`src/rtl/dds_pkg.sv`:
```
package dds_pkg;

    // One carry register per boundary between adjacent segments.
    function automatic int unsigned carry_latency(input int unsigned nseg);
        return nseg - 1;
    endfunction

    // Width of one accumulator segment; the full width must divide evenly.
    function automatic int unsigned seg_width(input int unsigned accw,
                                              input int unsigned nseg);
        return accw / nseg;
    endfunction

endpackage

```
`src/rtl/dds_ftw_skew.sv`:
```
// Delay line for one slice of the tuning word. DEPTH must be at least 1;
// the lowest segment takes its slice directly and does not use this module.
module dds_ftw_skew #(
    parameter int unsigned W     = 8,
    parameter int unsigned DEPTH = 1
) (
    input  logic         clk_i,
    input  logic         rst_ni,
    input  logic         en_i,
    input  logic [W-1:0] din_i,
    output logic [W-1:0] dout_o
);

    typedef struct packed {
        logic [DEPTH-1:0][W-1:0] stage;
    } skew_state_t;

    skew_state_t st_d, st_q;

    always_comb begin
        st_d = st_q;
        if (en_i) begin
            st_d.stage[0] = din_i;
            for (int i = 1; i < int'(DEPTH); i++) begin
                st_d.stage[i] = st_q.stage[i-1];
            end
        end
    end

    always_ff @(posedge clk_i or negedge rst_ni) begin
        if (!rst_ni) begin
            st_q <= '0;
        end else begin
            st_q <= st_d;
        end
    end

    assign dout_o = st_q.stage[DEPTH-1];

endmodule

```
`src/rtl/dds_acc_seg.sv`:
```
// One slice of the accumulator: slice register plus its registered carry out.
module dds_acc_seg #(
    parameter int unsigned SEG_W = 8
) (
    input  logic             clk_i,
    input  logic             rst_ni,
    input  logic             en_i,
    input  logic [SEG_W-1:0] addend_i,
    input  logic             cin_i,
    output logic             cout_o
);

    typedef struct packed {
        logic [SEG_W-1:0] acc;
        logic             cout;
    } seg_state_t;

    seg_state_t st_d, st_q;

    always_comb begin
        st_d = st_q;
        if (en_i) begin
            {st_d.cout, st_d.acc} = {1'b0, st_q.acc}
                                  + {1'b0, addend_i}
                                  + {{SEG_W{1'b0}}, cin_i};
        end
    end

    always_ff @(posedge clk_i or negedge rst_ni) begin
        if (!rst_ni) begin
            st_q <= '0;
        end else begin
            st_q <= st_d;
        end
    end

    assign cout_o = st_q.cout;

endmodule

```
`src/rtl/dds_pipe_acc.sv`:
```
// Phase accumulator with the carry chain registered at every segment boundary.
module dds_pipe_acc #(
    parameter int unsigned ACC_W   = 32,
    parameter int unsigned NUM_SEG = 4,
    localparam int unsigned LATENCY = dds_pkg::carry_latency(NUM_SEG)
) (
    input  logic             clk_i,
    input  logic             rst_ni,
    input  logic             en_i,
    input  logic [ACC_W-1:0] ftw_i,
    output logic             carry_o
);

    localparam int unsigned SEG_W = dds_pkg::seg_width(ACC_W, NUM_SEG);

    // Registered carry out of every segment; entry k feeds segment k+1.
    logic [NUM_SEG-1:0] seg_cout;

    for (genvar k = 0; k < int'(NUM_SEG); k++) begin : g_seg
        logic [SEG_W-1:0] addend;
        logic             cin;

        if (k == 0) begin : g_lsb
            assign addend = ftw_i[SEG_W-1:0];
            assign cin    = 1'b0;
        end else begin : g_upper
            // Segment k runs k cycles late, so its word slice is k cycles late.
            dds_ftw_skew #(
                .W     (SEG_W),
                .DEPTH (k)
            ) skew_i (
                .clk_i  (clk_i),
                .rst_ni (rst_ni),
                .en_i   (en_i),
                .din_i  (ftw_i[k*SEG_W +: SEG_W]),
                .dout_o (addend)
            );
            assign cin = seg_cout[k-1];
        end

        dds_acc_seg #(
            .SEG_W (SEG_W)
        ) seg_i (
            .clk_i    (clk_i),
            .rst_ni   (rst_ni),
            .en_i     (en_i),
            .addend_i (addend),
            .cin_i    (cin),
            .cout_o   (seg_cout[k])
        );
    end

    assign carry_o = seg_cout[NUM_SEG-1];

endmodule

```
`config.mk`:
```
export PLATFORM = sky130hd
export DESIGN_NAME = dds_pipe_acc
export DESIGN_NICKNAME = d
export VERILOG_FILES = /design/src/rtl/dds_pkg.sv /design/src/rtl/dds_ftw_skew.sv /design/src/rtl/dds_acc_seg.sv /design/src/rtl/dds_pipe_acc.sv
export SDC_FILE = /design/constraint.sdc
export NUM_CORES = 1
export LEC_CHECK = 0
export ABC_AREA = 0
export BUFFER_PORTS_ARGS = -buffer_cell sky130_fd_sc_hd__buf_2
export CORE_MARGIN = 2
export CORE_UTILIZATION = 54
export DETAILED_ROUTE_END_ITERATION = 12
export GPL_TIMING_DRIVEN = 0
export PLACE_DENSITY = 0.76
export SLEW_MARGIN = 20
export SYNTH_ARGS = -nofsm -noshare
export SYNTH_HDL_FRONTEND = slang
export SYNTH_SLANG_ARGS = --single-unit
```
`constraint.sdc`:
```
create_clock -name clk_i -period 2.1 [get_ports clk_i]
set_input_delay 0.42 -clock clk_i [delete_from_list [all_inputs] [get_ports clk_i]]
set_output_delay 0.42 -clock clk_i [all_outputs]
set_load 0.03 [all_outputs]
```
==> implementation parameters, run 1 <==
Parameter                              Value

Status
  Status    finished, violations left
  Violations in the final reports    negative setup slack

Placement
  Final HPWL from detailed placement    roughly 6400 um
  Total instance count after detailed placement    between 500 and 600
  Number of I/O port buffers    34
  GPL Wtd Cong    around 0.85

Clock network
  Root cell of the clock tree    sky130_fd_sc_hd__clkbuf_8
  Worst-case clock buffer depth    2
  TritonCTS clock tree    done
  Skew-Pair Late Insertion Delay    around 380 ps
  Clock sink count    84
  Clock transition at the register clock pins on the worst setup and hold paths after CTS    roughly 90 ps
  Post-cts hold buffer count    0
  Number of buffers created by CTS    9
  Deepest level of the CTS H-tree    3

Power and ir drop
  Power density over the cells    1340 nW/um^2
  Clk network pwr share    ~18%
  Net switching fraction of the power    between 30% and 40%
  Power share of the sequential group    between 30% and 40%
  Static Leakage    between 0.002 and 0.0025 uW
  Net switching component of the power    roughly 2600 uW
  Tot Pwr    slightly below 7000 uW
  Combinational cell fraction of total power    about 47%
  Cell-internal power    about 4300 uW
  Worst IR Drop VDD    roughly 0.00064 V

Detailed routing
  Drt total wl    around 9100 um
  TritonRoute pass-1 iters    4
  Number of DRC violations after detailed routing    0
  Routed wire per std cell    16.1 um
  Violation count after the first detailed-route iteration    about 190
  Number of nets with antenna violations after detailed routing    0
  Number of vias after detailed routing    approximately 3,300
  Via count normalized by instance count    about 5.8

Cells and area
  Synthesis-to-finish area growth    13.9%
  Fin nets    around 530
  Number of non-filler instances in the completed layout    about 560
  Number of antenna repair diodes    0
  Final core area utilization    a little over three fifths
  Share of layout cells above drive strength 1    approximately 31%
  Filler cell count in the final layout    between 600 and 700
  Multi-input combinational cell area    between 2000 and 2500 um^2
  Area taken by flip-flops and latches    about 2100 um^2

Worst hold path
  Worst min-delay path class    in2async

Timing
  Clock skew    between 10 and 15 ps
  Maximum frequency from static timing analysis    462 MHz
  Final number of max-transition violations    0
  Final period demand of the worst path    around 2200 ps
  Hold violation count in the final report    0
  Setup TNS    -103 ps
  Final setup violation count    2
  Max-slew headroom at the worst pin    between 50% and 60%
  Share of the clock period used by the worst path    103%
  Unrepaired setup endpoints after global routing    yes
  Worst setup margin    -65.2 ps
  Worst-Margin Slew    between 600 and 700 ps

Synthesis
  Sequential fraction of the synthesis area    between 40% and 50%
  Synthesized net count    472
  Count of warnings emitted by yosys    0
  Mapped cell area    approximately 4600 um^2
  Number of standard cells after synthesis    401
  Top cell type by total area after synthesis    sky130_fd_sc_hd__dfrtp_1
  Mean area per synthesized cell    between 10 and 15 um^2
  Top-area cell type share of the netlist area    46.0%
  Total of flip-flops plus latches after synthesis    84
  Synth top area cells    sky130_fd_sc_hd__dfrtp_1 (46%), sky130_fd_sc_hd__mux2_2 (14%), sky130_fd_sc_hd__ha_1 (7.9%), sky130_fd_sc_hd__o21ai_0 (3.9%), sky130_fd_sc_hd__a21oi_1 (3.1%)
  Count of distinct cell types in the synthesized netlist    32

Floorplan
  Ports    36
  Standard-cell rows    33
  Die area    roughly 9200 um^2
  Core Footprint    around 8200 um^2
  Die span in y    96.0 um
  DIE WIDTH    96.0 um
  Initial standard-cell utilization of the core    approximately 56%

Run
  Number of maximum-capacitance violations    0

Critical path
  Endpoint arrival time on the critical path    between 2000 and 2500 ps
  Reg-to-reg slack, setup    -70 ps
  Cell at the slowest stage of the critical path    sky130_fd_sc_hd__dfrtp_1
  Worst endpoint required time    between 2000 and 2500 ps
  Critical setup path kind    reg2reg
  Logic depth of the worst register-to-register path    6
  Largest fanout of any net on the critical path    2
  CP Launch Type    register
  Reg2reg end    g_seg[2].seg_i.st_q[7]
  FF-to-FF Start    g_seg[1].seg_i.cout_o
  Cell breakdown of the critical path    fa_2 -> fa_2 -> a211oi_2 -> o21bai_1 -> and4b_1 -> or3_1
  Most prevalent standard cell on the critical path    sky130_fd_sc_hd__fa_2
  Critical Path Max Stage Delay    approximately 430 ps
  Endpoint class of the critical path    register

Global routing
  Vias in the first global route    3,249
  Pin count of the biggest net entering global routing    47
  GRT Util Overall    21.5%
  Antenna violations before repair    0
  Overflow left after global routing    0
  Wire length of the first global-routing pass    14,900 um
==> synthesized netlist by cell type <==
library cell,instances
sky130_fd_sc_hd__dfrtp_1,84
sky130_fd_sc_hd__mux2_2,57
sky130_fd_sc_hd__o21ai_0,36
sky130_fd_sc_hd__ha_1,29
sky130_fd_sc_hd__a21oi_1,28
sky130_fd_sc_hd__nor2_1,18
sky130_fd_sc_hd__nand2_1,14
sky130_fd_sc_hd__a211oi_1,13
sky130_fd_sc_hd__inv_1,12
sky130_fd_sc_hd__buf_2,11
sky130_fd_sc_hd__mux2i_1,9
sky130_fd_sc_hd__nor2b_1,9
sky130_fd_sc_hd__o22ai_1,8
sky130_fd_sc_hd__a21o_1,7
sky130_fd_sc_hd__fa_1,7
sky130_fd_sc_hd__clkbuf_1,6
sky130_fd_sc_hd__nand3b_1,5
sky130_fd_sc_hd__nand3_1,4
sky130_fd_sc_hd__nand4b_1,4
sky130_fd_sc_hd__nor3b_1,4
sky130_fd_sc_hd__o211ai_1,4
sky130_fd_sc_hd__o21bai_1,4
sky130_fd_sc_hd__o32ai_1,4
sky130_fd_sc_hd__xnor2_1,4
sky130_fd_sc_hd__xor2_1,4
sky130_fd_sc_hd__a211oi_2,3
sky130_fd_sc_hd__and4b_1,3
sky130_fd_sc_hd__nor3_1,3
sky130_fd_sc_hd__or3_1,3
sky130_fd_sc_hd__buf_1,2
sky130_fd_sc_hd__a21o_2,1
sky130_fd_sc_hd__nand2b_1,1
==> power groups by stage <==
| stage | Clock [uW] | Sequential [uW] | Combinational [uW] |
|---|---|---|---|
| 2_1_floorplan | 0 | 2380 | 2430 |
| 3_3_place_gp | 0 | 2420 | 2860 |
| 3_5_place_dp | 0 | 2450 | 3020 |
| 4_1_cts | 1290 | 2420 | 3180 |
| 5_1_grt | 1360 | 2490 | 3660 |
| 6_report | 1280 | 2420 | 3260 |
==> critical path, delay by kind of cell, from the launching register on <==
family | cells | cell delay [ps]
AOI/OAI and AO/OA | 2 | 350
adders and majority gates | 2 | 750
DFF | 1 | 430
and+or+nand+nor | 2 | 520
==> metal layers <==
metal | track usage, % | routed length (um)
met4 | 9.17 | 233
met5 | 0 | 0
met3 | 3.52 | 385
met2 | 35.6 | 4340
met1 | 28.0 | 4090
==> cells by family after synthesis <==
family / after synthesis / share of synthesized area [%]
buffers and inverters: 31 / 2.85
DFF: 84 / 46.0
adders and majority gates: 36 / 11.0
xor gates and xnor gates: 8 / 1.53
and+or+nand+nor: 68 / 8.08
muxes: 66 / 16.0
AOI/OAI and AO/OA: 108 / 14.5
==> sequential cells by signal (all words and copies together) (netlist names) <==
name,cells
g_seg.g_upper.skew_i.dout_o,24
g_seg.g_upper.skew_i.st_q,24
g_seg.seg_i.cout_o,4
g_seg.seg_i.st_q,32
==> repair_timing <==
action	in CTS	in global routing
gates resized for setup	3	7
gates cloned	0	0
setup buffers	6	1
endpoints found under the setup margin	5	7
pin swaps	11	6
==> layout make-up <==
class / instances / share of cell area, %
multi-input combinational: 286 / 45.6
sequential: 84 / 40.4
timing repair buffer: 42 / 4.86
tap: 105 / 2.52
clock buffer: 10 / 2.45
clock inverter: 6 / 1.71
buffer: 19 / 1.64
inverter: 12 / 0.866
==> worst max-delay path by stage <==
stage,from,to,depth (start not counted)
floorplan,g_seg[2].seg_i.st_q[1],g_seg[2].seg_i.st_q[7],6
global placement,ftw_i[0],g_seg[0].seg_i.st_q[7],7
detailed placement,ftw_i[0],g_seg[0].seg_i.st_q[7],7
CTS,g_seg[3].seg_i.st_q[1],g_seg[3].seg_i.st_q[7],6
global route,g_seg[2].g_upper.skew_i.dout_o[0],g_seg[2].seg_i.st_q[7],6
finish,g_seg[1].seg_i.cout_o,g_seg[2].seg_i.st_q[7],6
==> layout by cell type (no fill, tap or decap), drive strengths merged, types with 3 or more instances in the layout <==
cell type	synthesis	layout
or3	3	3
nand3b	5	5
and4b	3	3
nand2	14	14
nor3b	4	4
xor2	4	4
nor2b	9	9
o32ai	4	4
fa	7	7
mux2i	9	9
buf	13	55
o21ai	36	36
xnor2	4	4
o22ai	8	8
ha	29	29
a21oi	28	28
dfrtp	84	84
a211oi	16	16
nor2	18	18
nand3	4	4
nor3	3	3
inv	12	12
a21o	8	8
mux2	57	57
clkbuf	6	16
nand4b	4	4
o211ai	4	4
o21bai	4	4
==> stage by stage <==
step	cell area [um^2]	setup slack (ps)	hold slack, ps
final	5200	-65.2	14.8
after global routing	5200	-188	56.7
after CTS	5180	-112	33.2
after detailed placement	4910	-155	432
after global placement	4880	-141	482
after floorplan	4580	-7.86	124
Note: power is estimated with default switching activity, not from simulation.
==> inputs of run 2 (changes only) <==
--- a/config.mk
+++ b/config.mk
@@ -7,12 +7,13 @@
 export LEC_CHECK = 0
 export ABC_AREA = 0
 export BUFFER_PORTS_ARGS = -buffer_cell sky130_fd_sc_hd__buf_2
+export CORE_ASPECT_RATIO = 0.9
 export CORE_MARGIN = 2
 export CORE_UTILIZATION = 54
 export DETAILED_ROUTE_END_ITERATION = 12
 export GPL_TIMING_DRIVEN = 0
 export PLACE_DENSITY = 0.76
-export SLEW_MARGIN = 20
+export SLEW_MARGIN = 0
 export SYNTH_ARGS = -nofsm -noshare
 export SYNTH_HDL_FRONTEND = slang
 export SYNTH_SLANG_ARGS = --single-unit
==> run 2 against run 1 <==
  * The run still ends with negative setup slack left
  * Non-clock buffer count is 3 higher
  * Sequential power is essentially flat
  * Utilization rose by 0.69 points
  * Worst setup slack got worse by 63 ps
  * Largest cell class unchanged
  * Largest power group unchanged
==> implementation parameters, run 2 (same netlist as run 1, synthesis figures left out) <==
Parameter                              Value

Placement
  Final HPWL from detailed placement    6260 um (-1.8%)
  Total instance count after detailed placement    535 (-1.1%)
  GPL Wtd Cong    0.847 (-0.33%)
  Number of I/O port buffers    34 (unchanged)

Cells and area
  Commonest non-fill, non-tap cells in the layout    sky130_fd_sc_hd__dfrtp_1 (84), sky130_fd_sc_hd__mux2_2 (57), sky130_fd_sc_hd__buf_2 (44), sky130_fd_sc_hd__o21ai_0 (35)
  Fin nets    528 (+0.57%)
  Register bank with the most flops    g_seg.seg_i.st_q
  Synthesis-to-finish area growth    14.2%
  Number of non-filler instances in the completed layout    560 (-0.71%)
  Number of flip-flops in the largest register    32 (unchanged)
  Final core area utilization    64.0% (+0.69 points)
  Most common cell after layout, fill and taps aside    sky130_fd_sc_hd__dfrtp_1
  Filler cell count in the final layout    659 (-0.15%)
  Number of antenna repair diodes    0 (unchanged)
  Share of layout cells above drive strength 1    31.5% (+0.95 points)

Critical path
  Endpoint class of the critical path    register
  Logic depth of the worst register-to-register path    6 (unchanged)
  Reg-to-reg slack, setup    -130 ps (-60 ps)
  Critical setup path kind    reg2reg
  Reg2reg end    g_seg[2].seg_i.st_q[7]
  Largest fanout of any net on the critical path    3 (+1)
  Endpoint arrival time on the critical path    2470 ps (+50 ps)
  Worst endpoint required time    2340 ps (about the same)
  CP Launch Type    register
  FF-to-FF Start    g_seg[2].seg_i.st_q[1]

Worst hold path
  Worst min-delay path class    in2reg
  Source of the worst hold timing path    ftw_i[30]
  Worst hold path endpoint    g_seg[3].g_upper.skew_i.st_q[6]
  Hold Crit Depth    2

Floorplan
  Ports    36 (unchanged)
  Core Footprint    8150 um^2 (-0.87%)
  Initial standard-cell utilization of the core    56.1% (+0.49 points)
  Standard-cell rows    31 (-6.1%)
  Die area    9210 um^2 (about the same)
  DIE WIDTH    101 um (+5.2%)
  Die span in y    91.3 um (-4.9%)

Clock network
  Skew-Pair Late Insertion Delay    370 ps (about the same)
  Deepest level of the CTS H-tree    3 (unchanged)
  Number of buffers created by CTS    9 (unchanged)
  Root cell of the clock tree    sky130_fd_sc_hd__clkbuf_8
  Clock transition at the register clock pins on the worst setup and hold paths after CTS    100 ps (about the same)
  Worst-case clock buffer depth    2 (unchanged)
  TritonCTS clock tree    done
  Clock sink count    84 (unchanged)

Global routing
  Overflow left after global routing    0 (unchanged)
  GRT Util Overall    21.2% (-0.27 points)
  Pin count of the biggest net entering global routing    70 (+49%)
  Antenna violations before repair    0 (unchanged)
  Vias in the first global route    3,198 (-1.6%)
  Wire length of the first global-routing pass    15,400 um (+3.0%)

Timing
  Final setup violation count    2 (unchanged)
  Max-slew headroom at the worst pin    55.0% (+1.1 points)
  Final number of max-transition violations    0 (unchanged)
  Share of the clock period used by the worst path    106% (+3.0 points)
  Hold violation count in the final report    0 (unchanged)
  Final period demand of the worst path    2230 ps (+62.9 ps)
  Clock skew    14.6 ps (+0.567 ps)
  Worst-Margin Slew    674 ps (-16.0 ps)
  Worst setup margin    -128 ps (-62.9 ps)
  Unrepaired setup endpoints after global routing    yes
  Maximum frequency from static timing analysis    449 MHz (-2.8%)

Detailed routing
  Number of vias after detailed routing    3,254 (+0.12%)
  TritonRoute pass-1 iters    4 (unchanged)
  Number of nets with antenna violations after detailed routing    0 (unchanged)
  Violation count after the first detailed-route iteration    124 (-35%)
  Routed wire per std cell    16.5 um (+2.8%)
  Number of DRC violations after detailed routing    0 (unchanged)
  Via count normalized by instance count    5.81 (+0.84%)
  Drt total wl    9240 um (+2.1%)

Status
  Status    finished, violations left
  Violations in the final reports    negative setup slack

Power and ir drop
  Worst IR Drop VDD    0.000906 V (+42%)
  Static Leakage    0.00230 uW (about the same)
  Tot Pwr    6950 uW (about the same)
  Net switching component of the power    2670 uW (+2.2%)
  Power density over the cells    1330 nW/um^2 (-0.28%)
  Combinational cell fraction of total power    48.5% (+1.7 points)
  Power share of the sequential group    34.9% (about the same)
  Net switching fraction of the power    38.3% (+0.84 points)
  Cell-internal power    4290 uW (-1.4%)
  Clk network pwr share    16.6% (-1.8 points)

Run
  Number of maximum-capacitance violations    0 (unchanged)
-- run 2: cell types whose count changed in the layout (fill, tap and decap cells not counted), sizes merged --
cell and delta:
buf +2, clkbuf -1, clkinvlp +1, bufinv -1, dlygate4sd3 +1
-- run 2: power groups by stage --
stage	clock, uW	combinational, uW	sequential (uW)
after floorplan	0	2430	2380
after global placement	0	2870	2420
after detailed placement	0	3010	2460
after CTS	1170	3180	2430
after global routing	1230	3780	2500
final	1160	3370	2430
-- run 2: how the worst max path moves through the flow --
stage	cells after the start	end	from	slack [ps]
CTS	6	g_seg[3].seg_i.st_q[7]	g_seg[3].seg_i.st_q[1]	-160
global placement	7	g_seg[0].seg_i.st_q[7]	ftw_i[0]	-150
global route	6	g_seg[2].seg_i.st_q[7]	g_seg[2].seg_i.st_q[1]	-190
finish	6	g_seg[2].seg_i.st_q[7]	g_seg[2].seg_i.st_q[1]	-130
floorplan	6	g_seg[2].seg_i.st_q[7]	g_seg[2].seg_i.st_q[1]	-8
detailed placement	7	g_seg[0].seg_i.st_q[7]	ftw_i[0]	-170
-- run 2: timing repair --
| item | CTS | global route |
|---|---|---|
| hold buffers | 1 | 0 |
| endpoints found under the setup margin | 5 | 10 |
| pin swaps | 10 | 12 |
| gates resized for setup | 5 | 7 |
| endpoints found under the hold margin | 15 | 0 |
| gates cloned | 0 | 0 |
| buffers inserted | 5 | 5 |
-- run 2: final cells by class --
type | instances | area, um^2 | share of cell area [%]
Clock buffer | 9 | 124 | 2.38
Buffer | 19 | 85.1 | 1.63
Clock inverter | 6 | 66.3 | 1.27
Inverter | 12 | 45.0 | 0.864
Tap cell | 99 | 124 | 2.38
Multi-Input combinational cell | 286 | 2390 | 45.8
Timing Repair Buffer | 45 | 278 | 5.33
Sequential cell | 84 | 2100 | 40.3
-- run 2: per-layer routing --
metal,wire length [um],track usage [%]
met1,4290,29.6
met2,4470,33.2
met3,329,4.85
met4,154,6.08
met5,0,0
-- run 2: worst max-delay path: stages, from the launching register on --
cell	delay, ps
sky130_fd_sc_hd__dfrtp_1	420
sky130_fd_sc_hd__fa_2	430
sky130_fd_sc_hd__fa_2	410
sky130_fd_sc_hd__a211oi_4	240
sky130_fd_sc_hd__o21bai_2	100
sky130_fd_sc_hd__and4b_1	180
sky130_fd_sc_hd__or3_1	330
-- run 2: per-stage QoR --
stage / hold slack [ps] / area, um^2 / setup TNS [ps] / setup WS (ps)
floorplan: 124 / 4580 / -11.9 / -7.86
global placement: 480 / 4870 / -6890 / -152
detailed placement: 302 / 4900 / -488 / -167
CTS: 274 / 5150 / -409 / -164
global route: 273 / 5220 / -451 / -194
finish: 277 / 5220 / -229 / -128
